<file path="src/rtl/leaf_perm_pkg.sv">
// Shared encodings for the leaf permission checker.
package leaf_perm_pkg;
    typedef enum logic [1:0] {
        ACC_LOAD  = 2'b00,
        ACC_STORE = 2'b01,
        ACC_FETCH = 2'b10,
        ACC_RSVD  = 2'b11
    } acc_kind_t;

    localparam int RIGHTS_W = 3;
    localparam int RT_READ  = 2;
    localparam int RT_WRITE = 1;
    localparam int RT_EXEC  = 0;

    localparam int CAUSE_W = 3;
    localparam logic [CAUSE_W-1:0] CAUSE_NONE    = 3'b000;
    localparam logic [CAUSE_W-1:0] CAUSE_GUARD   = 3'b001;
    localparam logic [CAUSE_W-1:0] CAUSE_PROT_LD = 3'b010;
    localparam logic [CAUSE_W-1:0] CAUSE_PROT_ST = 3'b100;
endpackage

</file>
<file path="src/rtl/authority_decode.sv">
// Turns the access-authority field of a leaf entry into granted rights.
// Assumes: rights bits sit at [2:0] in {read,write,execute} order and the
// privilege bit is at PRIV_BIT; mask bit 1 denies write, bit 0 denies read.
module authority_decode
    import leaf_perm_pkg::*;
#(
    parameter int PRIV_BIT = 3
) (
    input  logic [PRIV_BIT:0]      auth_i,
    input  logic                   user_i,
    input  logic [1:0]             amask_i,
    output logic [RIGHTS_W-1:0]    grant_o
);
    logic [RIGHTS_W-1:0] keep;

    // Purpose: build the mask of rights the context mask leaves intact.
    always_comb begin
        keep           = '1;
        keep[RT_READ]  = ~amask_i[0];
        keep[RT_WRITE] = ~amask_i[1];
    end

    // Purpose: select the grant from privilege, user state and mask.
    always_comb begin
        if (auth_i[PRIV_BIT] && user_i) begin
            grant_o = '0;
        end else if (auth_i[PRIV_BIT] ^ user_i) begin
            grant_o = auth_i[RIGHTS_W-1:0];
        end else begin
            grant_o = auth_i[RIGHTS_W-1:0] & keep;
        end
    end
endmodule

</file>
<file path="src/rtl/access_judge.sv">
// Compares the granted rights with the access kind and the page attribute,
// producing the final grant, fault flag and one-hot cause.
// Assumes: the attribute field is two bits wide at ATT_LSB.
module access_judge
    import leaf_perm_pkg::*;
#(
    parameter logic [1:0] NIO_CODE = 2'b10
) (
    input  logic [1:0]             att_i,
    input  logic [1:0]             acc_i,
    input  logic [RIGHTS_W-1:0]    grant_i,
    output logic [RIGHTS_W-1:0]    grant_o,
    output logic                   fault_o,
    output logic [CAUSE_W-1:0]     cause_o
);
    acc_kind_t kind;
    logic      guarded;
    logic      needed;

    assign kind = acc_kind_t'(acc_i);

    // Purpose: find a fetch from a page carrying the I/O attribute.
    always_comb guarded = (kind == ACC_FETCH) && (att_i == NIO_CODE);

    // Purpose: pick the right the access kind requires.
    always_comb begin
        unique case (kind)
            ACC_STORE: needed = grant_i[RT_WRITE];
            ACC_FETCH: needed = grant_i[RT_EXEC];
            default:   needed = grant_i[RT_READ];
        endcase
    end

    // Purpose: rank the guarded fault over the protection fault.
    always_comb begin
        grant_o = grant_i;
        cause_o = CAUSE_NONE;
        if (guarded) begin
            grant_o = '0;
            cause_o = CAUSE_GUARD;
        end else if (!needed) begin
            cause_o = (kind == ACC_STORE) ? CAUSE_PROT_ST : CAUSE_PROT_LD;
        end
    end

    assign fault_o = |cause_o;
endmodule

</file>
<file path="src/rtl/result_stage.sv">
// Optional output register; a pass-through when REG_OUT is 0.
// Assumes a synchronous active-low reset clearing the stage to zero.
module result_stage #(
    parameter int W       = 7,
    parameter bit REG_OUT = 1'b1
) (
    input  logic         clk,
    input  logic         rst_n,
    input  logic [W-1:0] d_i,
    output logic [W-1:0] q_o
);
    generate
        if (REG_OUT) begin : g_reg
            // Purpose: hold the result for one cycle, cleared by reset.
            always_ff @(posedge clk) begin
                if (!rst_n) q_o <= '0;
                else        q_o <= d_i;
            end
        end else begin : g_wire
            logic unused_ctl;
            assign unused_ctl = clk ^ rst_n;
            assign q_o = d_i;
        end
    endgenerate
endmodule

</file>
<file path="src/rtl/leaf_perm_check.sv">
// Top of the leaf permission checker: decode rights, judge the access,
// optionally register the result. Assumes the entry is already fetched.
module leaf_perm_check
    import leaf_perm_pkg::*;
#(
    parameter int         ENTRY_W  = 64,
    parameter int         PRIV_BIT = 3,
    parameter int         ATT_LSB  = 4,
    parameter logic [1:0] NIO_CODE = 2'b10,
    parameter bit         REG_OUT  = 1'b1
) (
    input  logic                clk,
    input  logic                rst_n,
    input  logic [ENTRY_W-1:0]  pte_i,
    input  logic [1:0]          acc_i,
    input  logic                user_i,
    input  logic [1:0]          amask_i,
    output logic [RIGHTS_W-1:0] grant_o,
    output logic                fault_o,
    output logic [CAUSE_W-1:0]  cause_o
);
    localparam int USED_W = ATT_LSB + 2;
    localparam int RES_W  = RIGHTS_W + 1 + CAUSE_W;

    logic [RIGHTS_W-1:0] raw_grant;
    logic [RIGHTS_W-1:0] fin_grant;
    logic                fin_fault;
    logic [CAUSE_W-1:0]  fin_cause;
    logic                unused_hi;

    assign unused_hi = ^pte_i[ENTRY_W-1:USED_W];

    authority_decode #(.PRIV_BIT(PRIV_BIT)) u_auth (
        .auth_i  (pte_i[PRIV_BIT:0]),
        .user_i  (user_i),
        .amask_i (amask_i),
        .grant_o (raw_grant)
    );

    access_judge #(.NIO_CODE(NIO_CODE)) u_judge (
        .att_i   (pte_i[ATT_LSB+1:ATT_LSB]),
        .acc_i   (acc_i),
        .grant_i (raw_grant),
        .grant_o (fin_grant),
        .fault_o (fin_fault),
        .cause_o (fin_cause)
    );

    result_stage #(.W(RES_W), .REG_OUT(REG_OUT)) u_out (
        .clk   (clk),
        .rst_n (rst_n),
        .d_i   ({fin_grant, fin_fault, fin_cause}),
        .q_o   ({grant_o, fault_o, cause_o})
    );
endmodule

</file>
<file path="config.mk">
export PLATFORM = sky130hd
export DESIGN_NAME = leaf_perm_check
export DESIGN_NICKNAME = d
export VERILOG_FILES = /design/src/rtl/leaf_perm_pkg.sv /design/src/rtl/authority_decode.sv /design/src/rtl/access_judge.sv /design/src/rtl/result_stage.sv /design/src/rtl/leaf_perm_check.sv
export SDC_FILE = /design/constraint.sdc
export NUM_CORES = 1
export LEC_CHECK = 0
export CAP_MARGIN = 15
export CORE_AREA = 2 2 56 42
export DETAILED_ROUTE_END_ITERATION = 12
export DIE_AREA = 0 0 58 44
export MAX_ROUTING_LAYER = met4
export PLACE_DENSITY = 0.77
export SETUP_SLACK_MARGIN = 0.4
export SLEW_MARGIN = 20
export SYNTH_ARGS = -nofsm -noshare
export SYNTH_HDL_FRONTEND = slang
export SYNTH_SLANG_ARGS = --single-unit
</file>
<file path="constraint.sdc">
create_clock -name clk -period 2 [get_ports clk]
set_input_delay 0.4 -clock clk [delete_from_list [all_inputs] [get_ports clk]]
set_output_delay 0.4 -clock clk [all_outputs]
set_load 0.02 [all_outputs]
</file>
# ---- Yosys cells after proc, flatten, opt, wreduce, memory -nomap -nowiden
# Index checks and enable logic that the tools add are counted.
dict set report totals {
  ff_bits 7
  inputBits 71
  out_inout_bits 7
  elab_cells 20
}
dict set report op_classes {
  eq_ne 3
  mux 6
  n_bitwise 5
  n_reduce_logical 4
}
# op n
set op_table {}
lappend op_table {{3-bit 2-to-1 mux} 5}
lappend op_table {{2-bit == test (second input constant)} 2}
lappend op_table {{3-bit AND} 1}
lappend op_table {{1-bit NOT} 3}
lappend op_table {{3-bit OR reduction} 1}
lappend op_table {{2-bit by 1-bit == test with 1-bit output (second input constant)} 1}
lappend op_table {{1-bit logical AND} 2}
lappend op_table {{1-bit case mux with 2 select lines} 1}
lappend op_table {{2-bit OR reduction} 1}
lappend op_table {{1-bit bitwise XOR} 1}

# ---- Logic depth before layout (Yosys ltp)
# Gate-level depths: netlist (run 1).
dict set report logic_depth {
  ltp_word 8
  depth_mapped 5
}

# ---- Hierarchy
# From an unflattened synthesis (run 1), not the netlist that was laid out.
dict set report unflattened {
  cells_unflattened 36
  hier_area_um2 341.6
}
# module instances cells_per_inst area_per_inst_um2 seq_area_each_um2
set by_module_without_submodules {}
lappend by_module_without_submodules {result_stage 1 14 183.9 140.1}
lappend by_module_without_submodules {access_judge 1 16 111.4 0.0}
lappend by_module_without_submodules {authority_decode 1 6 46.3 0.0}

# ---- Worst setup path after synthesis (run 1)
# Ideal clock, no wire load.
dict set report synth_timing {
  kind {input to register}
  start {input pte_i[3]}
  end {register u_out.q_o[3]}
  setup_ps 120
  arrival_ps 1188
  required_ps 1880
  slack_ps 692
  path_stages 4
  path_cell_list {ha_1 and2b_4 a311oi_2 o31a_1}
}
dict set report synth_between {
  elab_chain_cells 7
  elab_cells_between_ends 8
}
# item line
set synth_rtl {}
lappend synth_rtl {{start, declared} leaf_perm_check.sv:14} ;# input logic [ENTRY_W-1:0] pte_i,
lappend synth_rtl {{1-bit bitwise XOR} authority_decode.sv:27} ;# end else if (auth_i[PRIV_BIT] ^ user_i) begin
lappend synth_rtl {{3-bit 2-to-1 mux} authority_decode.sv:27}
lappend synth_rtl {{3-bit 2-to-1 mux *} authority_decode.sv:25} ;# if (auth_i[PRIV_BIT] && user_i) begin
lappend synth_rtl {{1-bit case mux with 2 select lines *} access_judge.sv:27} ;# unique case (kind)
lappend synth_rtl {{3-bit 2-to-1 mux *} access_judge.sv:41} ;# end else if (!needed) begin
lappend synth_rtl {{3-bit 2-to-1 mux *} access_judge.sv:38} ;# if (guarded) begin
lappend synth_rtl {{3-bit OR reduction *} access_judge.sv:46} ;# assign fault_o = |cause_o;
lappend synth_rtl {{end signal, assigned} result_stage.sv:17} ;# else q_o <= d_i;
lappend synth_rtl {{end, declared} result_stage.sv:10} ;# output logic [W-1:0] q_o
# Mark *: on every way between the ends. The rest lies on a longest branch, timed or not.
# A chain may end at the register's enable or synchronous reset.

# ---- Final worst setup path (run 1)
dict set report layout_timing {
  start {input user_i}
  end {register u_out.q_o[3]}
}
dict set report layout_between {
  elab_chain_cells 7
  elab_cells_between_ends 8
}
# item line
set layout_rtl {}
lappend layout_rtl {{start, declared} leaf_perm_check.sv:16} ;# input logic user_i,
lappend layout_rtl {{1-bit bitwise XOR} authority_decode.sv:27}
lappend layout_rtl {{3-bit 2-to-1 mux} authority_decode.sv:27}
lappend layout_rtl {{3-bit 2-to-1 mux *} authority_decode.sv:25}
lappend layout_rtl {{1-bit case mux with 2 select lines *} access_judge.sv:27}
lappend layout_rtl {{3-bit 2-to-1 mux *} access_judge.sv:41}
lappend layout_rtl {{3-bit 2-to-1 mux *} access_judge.sv:38}
lappend layout_rtl {{3-bit OR reduction *} access_judge.sv:46}
# Marks and branches as above.

==> run summary, run 1 <==
After detailed routing, the number of vias per cell comes to 4.073. The run gives 351 as the via count of the first global-routing pass. The worst hold path belongs to the class in2reg.

The number of antenna violations at the first check in global routing was 0. The number of search-and-repair iterations in the first detailed-routing pass was 2. Register with the highest flop count: u_out.q_o. For this block, the via count after detailed routing is 334. The floorplan has 14 rows. The largest registers in the layout are u_out.q_o (7). Leaving out fill and tap cells, the most frequent cells in the layout are clkdlybuf4s50_1, dfxtp_1, inv_1, clkbuf_4. dfxtp_1 takes more of the synthesized area than any other cell. Along the worst path, the maximum fanout reaches 5. The run finished with clean final reports. A synthesized cell averages 10.19 sq um. The leftover overflow at the end of global routing is 0, and the maximum clock path buffer count is 2.

The worst-case IR drop observed on VDD is 0.0002268 V. The run gives 1 as the count of H-tree levels built during CTS. For the worst setup path, the data arrival time is 1.68 ns. The tools report the total routing resource utilization after global routing as 8.000%. After synthesis, the cell types taking the most area are dfxtp_1, ha_1, inv_1. In this run the most critical hold path is launched from acc_i[0].

The area of the core came out at 2032 sq um. The tools report the launch point of the critical path as user_i. After the first detailed-routing iteration, the DRC count stood at 5. The die height is 44 um, and the number of inserted diodes is 0.

In the final timing run, aggregate negative setup slack is 0 ns. Setup violations remaining at the end of the flow were counted as 0. In this run, CTS created clock tree buffers numbering 3.

The shortest period the worst path allows is 1.559 ns. Most common cell after layout, fill and taps aside: clkdlybuf4s50_1. Detailed placement ended at an HPWL of 696.4 um.

The startpoint kind of the worst setup timing path was an input pin. The detail route stage leaves a number of antenna-violating nets equal to 0. Once the floorplan was initialized, standard cells occupied 17.06% of the core.

Counting flops and latches in the post-synthesis netlist gives 7. For the max-slew violation total from the final report, the log shows 0. Top cell type's share of synthesized area: 40.43%. The cell count after placement came out at 77. The warning count from the yosys run was 0; the fraction of final layout cells sized beyond drive strength 1 was 27.59%.

Synthesis produced 34 cells. The total DRC errors in the routed layout came out at 0. The global-route wire length before repair came out at 1442 um. STA classifies the critical path endpoint as a flop.

After synthesis, the netlist uses 18 different library cells. The number of nets handed over by synthesis was 108. The analysis attributes to cell leakage a power of 0.0002744 uW. Relative max-transition margin: 85.66%. The clock-pin slew on the worst setup and hold paths was 0.05 ns; the count of endpoints failing hold in the final timing report was 0.

The global placer's final weighted congestion was 0.8861. The tool flagged a number of max-cap violations equal to 0. The finished layout holds 82 standard cells, fillers aside. Timing would allow up to 641.4 MHz.

In this run the count of I/O pins placed on the die edge is 78. TritonCTS built the clock tree. The actual transition at the worst max-transition pin is 0.2144 ns. After layout, the worst path uses 77.95% of the clock period. Summing every instance area after synthesis gives 346.6 sq um.

Sequential cells were found to cover 40.43% of the synthesized design area. The type of the worst setup path is in2reg. Net count reported at finish: 133.

In this run the tool buffered the top-level ports with 19 buffer cells. Setup repair after global routing left no endpoint under its margin. The register with the most flip-flops in the layout has 7 of them.

In the final routed layout, each cell accounts on average for 10.61 um. The die covers 2552 sq um. Total power divided by cell area: 588.5 nW/um^2.

Buffers inserted to repair hold after CTS numbered 0. The horizontal extent of the die was 58 um. The root buffer cell chosen for the clock tree is clkbuf_4. For the worst setup path, the data required time is 2.12 ns. Entering global routing, the biggest net connects 6 pins. Total number of clock tree sinks: 7. The signed area change from the synthesized netlist to the final layout was 88.81%.

The aggregate routed wire length came out at 870 um.
[where the power goes]
part	leakage [uW]	internal [uW]	switching [uW]
clock network	0.0000150	75.6	44.1
logic	0.000202	67.0	47.7
registers	0.0000577	149	2.22
total	0.000274	291	94.0
[timing repair]
item,in CTS,in global routing
setup endpoints to repair,3,4
pin swaps,0,7
gates resized for setup,2,8
buffers inserted,0,1
[logic make-up (layout without fill, tap and decap cells)]
family          Yosys count  in the layout  share of synthesized area (%)
flops                     7              7                          40.43
fa+ha+maj                 3              3                          10.83
buf+inv                   6             30                          6.498
simple gates             12             12                          23.47
compound gates            6              6                          18.77
[critical path, stage by stage]
cell and delay, ns:
clkdlybuf4s50_1 0.41, ha_2 0.21, and2b_4 0.27, a311oi_2 0.09, o31a_1 0.29
[per-stage QoR]
| step | worst slack [ns] | hold WS (ns) | area (sq um) | total power, uW | util (%) |
|---|---|---|---|---|---|
| after detailed placement | 0.07011 | 1.006 | 566.8 | 250.4 | 27.89 |
| after floorplan | 0.6923 | 0.5217 | 346.6 | 200.5 | - |
| after CTS | 0.4216 | 0.7605 | 611.8 | 381.6 | 30.11 |
| after global routing | 0.3993 | 0.7322 | 654.4 | 411.5 | 32.20 |
| after global placement | 0.1279 | 1.004 | 566.8 | 247.2 | 27.89 |
| final | 0.4410 | 0.7146 | 654.4 | 385.1 | 32.20 |
[cell usage after synthesis]
cell type,number
and3b_2,1
nand3b_1,1
ha_1,3
and2_1,1
a31oi_1,1
o31a_1,1
nand2_1,2
a211oi_2,1
dfxtp_1,7
inv_1,6
nor3b_1,1
and2b_4,1
nor4bb_1,1
o2111a_1,2
nand2b_2,1
nor2_1,2
nand2b_1,1
a311oi_2,1
[metal layers]
layer  track usage [%]  part of all wire, %  vias up
li1                  -                    -      168
met1             7.679                   35      153
met2             14.32                   58       11
met3            0.8955                  5.2        2
met4             6.977                  1.4        0
met5                 -                    0        -
[worst paths after layout]
path	end	slack (ns)	cells past startpoint
worst max-delay path	u_out.q_o[3]$_SDFF_PN0_	0.44	5
worst min-delay path	u_out.q_o[2]$_SDFF_PN0_	0.71	3
[layout make-up]
class | instances | area (sq um)
fill | 222 | 1378
multi-input combinational | 21 | 235.2
inverter | 6 | 22.52
tap | 24 | 30.03
sequential | 7 | 140.1
clock buffer | 4 | 26.28
timing repair buffer | 20 | 200.2
No activity file was read; power rests on OpenSTA's default activity.
==> inputs of run 2 (changes only) <==
--- a/config.mk
+++ b/config.mk
@@ -6,11 +6,11 @@
 export NUM_CORES = 1
 export LEC_CHECK = 0
 export CAP_MARGIN = 15
-export CORE_AREA = 2 2 56 42
+export CORE_AREA = 2 2 61 46
 export DETAILED_ROUTE_END_ITERATION = 12
-export DIE_AREA = 0 0 58 44
+export DIE_AREA = 0 0 63 48
 export MAX_ROUTING_LAYER = met4
-export PLACE_DENSITY = 0.77
+export PLACE_DENSITY = 0.68
 export SETUP_SLACK_MARGIN = 0.4
 export SLEW_MARGIN = 20
 export SYNTH_ARGS = -nofsm -noshare
==> constraint.sdc (replaced) <==
create_clock -name clk -period 1.4 [get_ports clk]
set_input_delay 0.28 -clock clk [delete_from_list [all_inputs] [get_ports clk]]
set_output_delay 0.28 -clock clk [all_outputs]
set_load 0.02 [all_outputs]
==> run summary, run 2 (synthesized netlist as in run 1, its figures left out) <==
For the effective utilization at floorplan, the log shows 14.54%. In this run the remaining antenna-violating nets after routing total 0. Setup repair after global routing could not meet its margin everywhere. The tightest hold path in the finished design has a slack of 0.3579 ns. The tools report the number of inserted diodes as 0. Most common cell after layout, fill and taps aside: buf_4. The run gives 7.015% as the total routing resource utilization after global routing. Entering global routing, the biggest net connects 5 pins.

In the final routing, the length of wire on met1 measures 397 um. The reported leakage power is 0.0003279 uW. The net count reported at finish was 137; the design internal power was 415.9 uW. The worst hold path belongs to the class in2reg. After detailed placement, the total cell area comes to 661.9 sq um. TritonCTS built the clock tree. The signed area change from the synthesized netlist to the final layout is 101.4%.

78 I/O pins were placed. Total via count after detailed routing: 340. The run finished with clean final reports. The library cells used most frequently in the layout, excluding fill and tap cells, are buf_4, dlygate4sd2_1, buf_6, dfxtp_1, inv_1. The tools report the peak ir drop on the vdd network as 0.0001920 V. The clock-pin slew on the worst setup and hold paths was 0.05 ns; the total number of clock tree sinks was 7. In this run, the clock network consumes 31.8% of the power.

The tools report the critical path arrival as 1.13 ns. In this run, post-CTS hold repair placed 0 buffers. The net load switching power was 145.3 uW; the shortest period the worst path allows was 0.9950 ns. Once layout is done, the placed cells without fillers occupy 698.2 sq um. Timing would allow up to 1005 MHz. From left edge to right edge, the die measures 63 um. The tools report the number of cell rows as 15. The register with the most flip-flops in the layout has 7 of them.

The number of antenna violations at the first check in global routing was 0. The logs give 916 um for the aggregate routed wire length and 43 um for the wire length on met3. At the end of routability-driven placement, the weighted congestion stood at 0.7224.

The worst hold path depth works out to 3. The register with the highest flop count is u_out.q_o. The tools report the leftover overflow at the end of global routing as 0. The actual transition at the worst max-transition pin came out at 0.2114 ns.

In the final routed layout, each cell accounts on average for 9.542 um. The die covers 3024 sq um. In the final layout, the registers with the most flip-flops are u_out.q_o (7). The fraction of final layout cells sized beyond drive strength 1 came out at 54.84%. The number of search-and-repair iterations in the first detailed-routing pass came out at 3. Data on the critical path is required at its endpoint by 1.54 ns. The max-slew violation total from the final report is 0, and the count of H-tree levels built during CTS is 1.

The max-cap violation count was 0. The tools report the relative max-transition margin as 85.70%. Clock tree synthesis selected as its root buffer the cell clkbuf_4.

The first global-routing pass estimated 1524 um of wire. Signal routing reaches up to met4. The final critical path takes up 71.07% of the cycle. Dividing the detail-routed via count by the number of cells gives 3.542. The final number of setup-violating endpoints is 0.

In this run, the combinational gates consume 29.7% of the power. For the via count of the first global-routing pass, the log shows 364. The area of the core was 2384 sq um.

After routing, the total negative slack on setup checks comes to 0 ns. The total CTS buffers is 3, and the count of endpoints failing hold in the final timing report is 0. After the first detailed-routing iteration, the DRC count stood at 9.

Kind of capture point of the worst setup path: a flop. The type of the worst setup path is in2reg. STA classifies the critical path startpoint as an input pin.

The count of buffers inserted at the top-level ports came out at 19. No sink is reached through more buffers than the 2 on the longest clock path. The switching share of power was 25.90%. For the total DRC errors in the routed layout, the log shows 0.

Per report_power, the sequential group accounts for 38.5% of the total. The routed design uses 456 um of met2 wire. The floorplan step set the die height to 48 um. Along the worst path, the maximum fanout reaches 4. The total power divided by cell area came out at 803.8 nW/um^2. The placed wire-length estimate is 737.3 um.
[run 2: changes by cell type in the layout (fill, tap and decap cells not counted), sizes merged]
cell / change
buf: +15
clkdlybuf4s15: +1
clkdlybuf4s50: -18
dlygate4sd2: +6
[run 2: critical path: stages]
cell and delay (ns):
buf_6 0.10, ha_4 0.15, and2b_4 0.26, a311oi_2 0.09, o31a_1 0.24
[run 2: path summary, 6_finish.rpt]
path | start | slack, ns | to
setup / recovery | user_i | 0.41 | u_out.q_o[3]$_SDFF_PN0_
hold / removal | rst_n | 0.36 | u_out.q_o[5]$_SDFF_PP0_
[run 2: timing repair]
action,CTS,global route
hold endpoints to repair,0,0
resized for setup,56,15
setup buffers,0,1
pin swaps,9,7
setup endpoints to repair,14,9
[run 2: area by class of cell]
cell class | count | area [sq um]
Inverter | 6 | 25.02
Fill cell | 267 | 1685
Tap cell | 34 | 42.54
Timing Repair Buffer | 24 | 216.5
Multi-Input combinational cell | 21 | 245.2
Clock buffer | 4 | 26.28
Sequential cell | 7 | 142.6
[run 2: power by group through the flow]
stage	registers (uW)	clock network (uW)	logic (uW)
after global routing	217	197	181
after global placement	219	0	170
after floorplan	235	0	71.4
final	216	179	167
after CTS	215	188	158
after detailed placement	219	0	172
[run 2: through the flow]
| step | util, % | total power (uW) | setup WS [ns] | std cells |
|---|---|---|---|---|
| after floorplan | - | 306.3 | 0.2949 | 34 |
| after global placement | 27.77 | 388.7 | -0.2457 | 91 |
| after detailed placement | 27.77 | 390.9 | -0.2515 | 91 |
| after CTS | 27.56 | 561.5 | 0.3014 | 95 |
| after global routing | 29.29 | 594.7 | 0.3750 | 96 |
| final | 29.29 | 561.2 | 0.4050 | 96 |
[run 2: metal layers]
layer | GRT usage [%] | vias to the layer above
met5 | - | -
met4 | 6.667 | 0
met3 | 1.412 | 2
met2 | 12.55 | 13
met1 | 6.815 | 151
li1 | - | 174
==> inputs of run 3 (changes only) <==
--- a/config.mk
+++ b/config.mk
@@ -6,11 +6,11 @@
 export NUM_CORES = 1
 export LEC_CHECK = 0
 export CAP_MARGIN = 15
-export CORE_AREA = 2 2 61 46
+export CORE_AREA = 2 2 57 43
 export DETAILED_ROUTE_END_ITERATION = 12
-export DIE_AREA = 0 0 63 48
+export DIE_AREA = 0 0 59 45
 export MAX_ROUTING_LAYER = met4
-export PLACE_DENSITY = 0.68
+export PLACE_DENSITY = 0.74
 export SETUP_SLACK_MARGIN = 0.4
 export SLEW_MARGIN = 20
 export SYNTH_ARGS = -nofsm -noshare
==> constraint.sdc (replaced) <==
create_clock -name clk -period 1 [get_ports clk]
set_input_delay 0.2 -clock clk [delete_from_list [all_inputs] [get_ports clk]]
set_output_delay 0.2 -clock clk [all_outputs]
set_load 0.02 [all_outputs]
==> run summary, run 3 (synthesized netlist as in run 1, its figures left out) <==
Including well taps, the total number of placed cells is 81. The highest signal layer in the routed design was met3. The actual transition at the worst max-transition pin was 0.1988 ns; the via count normalized by instance count was 3.885. The net count reported at finish was 138. The final number of setup-violating endpoints is 0, and the total number of clock tree sinks is 7. Entering global routing, the biggest net connects 5 pins. The type of the tightest min-delay check is in2reg. Data arrives at the worst endpoint at 1.04 ns.

The tools report the max-slew violation total from the final report as 0. Cells fill 35.35% of the core in the end. Once layout is complete, the cells apart from fillers number 87. In this run the clock root is driven by a clkbuf_4. Most common cell after layout, fill and taps aside: buf_6. The count of buffers added on input and output ports is 19. The initialized floorplan defines 14 standard-cell rows. The top cell types in the final layout, fill and taps aside, are buf_6, dlygate4sd2_1, dfxtp_2, buf_4, inv_1. The floorplan step set the die height to 45 um. After layout, the worst path uses 91.16% of the clock period. The sequential cell fraction of total power is 38.0%, and the fraction of final layout cells sized beyond drive strength 1 is 65.08%. The total power divided by cell area came out at 1104 nW/um^2. The largest registers in the layout are u_out.q_o (7). The core region is 2067 sq um. Shortest period the worst path allows: 0.9116 ns. The launch point of the critical path was pte_i[3]. After clock tree synthesis, the clock-pin slew on the worst setup and hold paths is 0.05 ns.

Clock tree synthesis inserted a total of 3 buffers. Once the floorplan was initialized, standard cells occupied 16.77% of the core. The slack of the critical path is 0.08842 ns, and the combinational share of power is 31.1%.

At the placement stage, the worst setup path has a slack of -0.6020 ns. In the final routed layout, each cell accounts on average for 9.609 um. The routed design uses 371 um of met2 wire. The biggest fanout along the worst timing path came out at 4.

Setup repair after global routing could not meet its margin everywhere. The routed design uses 72 um of met3 wire. The flip-flop and latch area is 147.6 sq um.

The final route contains 338 vias. The total power after layout came out at 807.0 uW. The maximum clock path buffer count was 2; the signed area change from the synthesized netlist to the final layout was 110.8%. The length of routed wiring on met1 was 392 um.

The logs give 31.0% for the share of power burned in the clock network and 836 um for the aggregate routed wire length. The run gives 0 as the leftover overflow at the end of global routing. The run finished with clean final reports. For the worst setup path, the data required time is 1.13 ns.

The number of search-and-repair iterations in the first detailed-routing pass is 1, and the relative max-transition margin is 86.57%. 78 I/O pins were placed. Max-cap violation count: 0. The first global-routing pass estimated 1421 um of wire. Number of antenna violations at the first check in global routing: 0. The first routing iteration left 0 violations.

The total routing resource utilization after global routing is 7.842%, and the design internal power is 598.5 uW. STA classifies the critical path startpoint as an input pin. The run gives 0.7326 as the global placer's final weighted congestion. For the count of endpoints failing hold in the final timing report, the log shows 0.

The tools report the kind of capture point of the worst setup path as a flop. In this run the power spent charging and discharging nets is 208.5 uW. The tools report the end point of the critical path as u_out.q_o[3]$_SDFF_PN0_. TritonCTS built the clock tree. In this run switching power makes up 25.84% of total power.

0 antenna diodes ended up in the layout. The horizontal extent of the die was 59 um; the footprint of the multi-input gates was 249.0 sq um. The count of H-tree levels built during CTS is 1. For the reported leakage power, the log shows 0.0003347 uW.

The via count of the first global-routing pass came out at 325. The total DRC errors in the routed layout is 0, and the timing-limited maximum frequency is 1097 MHz. The flip-flop count of the largest register after layout works out to 7.

The tools report the floorplan die area as 2655 sq um. The worst-case IR drop observed on VDD is 0.0003132 V. The critical path is of the in2reg type. Ranked by flip-flop count, first place goes to u_out.q_o. The tools report the placed wire-length estimate as 728.8 um.

The logs give 0 for the number of antenna-violating nets in the routed design and 209 for the number of inserted filler cells in the final layout.
[run 3: changes by cell type in the layout (fill, tap and decap cells not counted), sizes merged]
cell,before,now
dlygate4sd2,6,7
dlymetal6s2s,1,0
buf,16,17
[run 3: worst max-delay path, cell delays in order]
cell and delay, ns:
buf_6 0.10, ha_4 0.15, and2b_4 0.26, a311oi_2 0.09, o31a_1 0.24
[run 3: metrics by stage]
step                      hold WS (ns)  TNS [ns]  cell area [sq um]
after floorplan                 0.3273  -0.02504              406.6
final                           0.3761         0              730.7
after detailed placement        0.8402    -4.485              656.9
after CTS                       0.3175         0              713.2
after global routing            0.3941         0              730.7
after global placement          0.8432    -4.308              656.9
[run 3: power groups by stage]
stage | Combinational, uW | Clock, uW | Sequential, uW
detailed placement | 244 | 0 | 306
floorplan | 101 | 0 | 329
finish | 251 | 250 | 306
global placement | 242 | 0 | 306
global route | 269 | 281 | 307
CTS | 246 | 269 | 306
[run 3: metal layers]
layer / track usage [%] / vias to the layer above
li1: - / 175
met1: 8.696 / 151
met3: 2.865 / 0
met4: 4.091 / 0
met5: - / -
met2: 12.44 / 12
[run 3: worst min path at each step]
stage	startpoint	end	slack, ns	cells after the start
2_1_floorplan	rst_n	u_out.q_o[0]$_SDFF_PN0_	0.33	1
3_3_place_gp	pte_i[0]	u_out.q_o[4]$_SDFF_PP0_	0.84	2
3_5_place_dp	pte_i[0]	u_out.q_o[4]$_SDFF_PP0_	0.84	2
4_1_cts	pte_i[3]	u_out.q_o[4]$_SDFF_PP0_	0.32	4
5_1_grt	pte_i[0]	u_out.q_o[4]$_SDFF_PP0_	0.39	2
6_report	pte_i[0]	u_out.q_o[4]$_SDFF_PP0_	0.38	2
[run 3: layout make-up]
cell class / count / area share [%]
Multi-Input combinational cell: 21 / 34.08
Timing Repair Buffer: 25 / 33.90
Sequential cell: 7 / 20.21
Inverter: 6 / 4.110
Tap cell: 24 / 4.110
Clock buffer: 4 / 3.596
[run 3: timing repair]
action / CTS / global route
gates resized for setup: 81 / 4
setup buffers: 1 / 1
setup endpoints to repair: 14 / 14
hold buffers: 0 / 0
pin swaps: 13 / 6
hold endpoints to repair: 0 / 0
cloned: 0 / 0
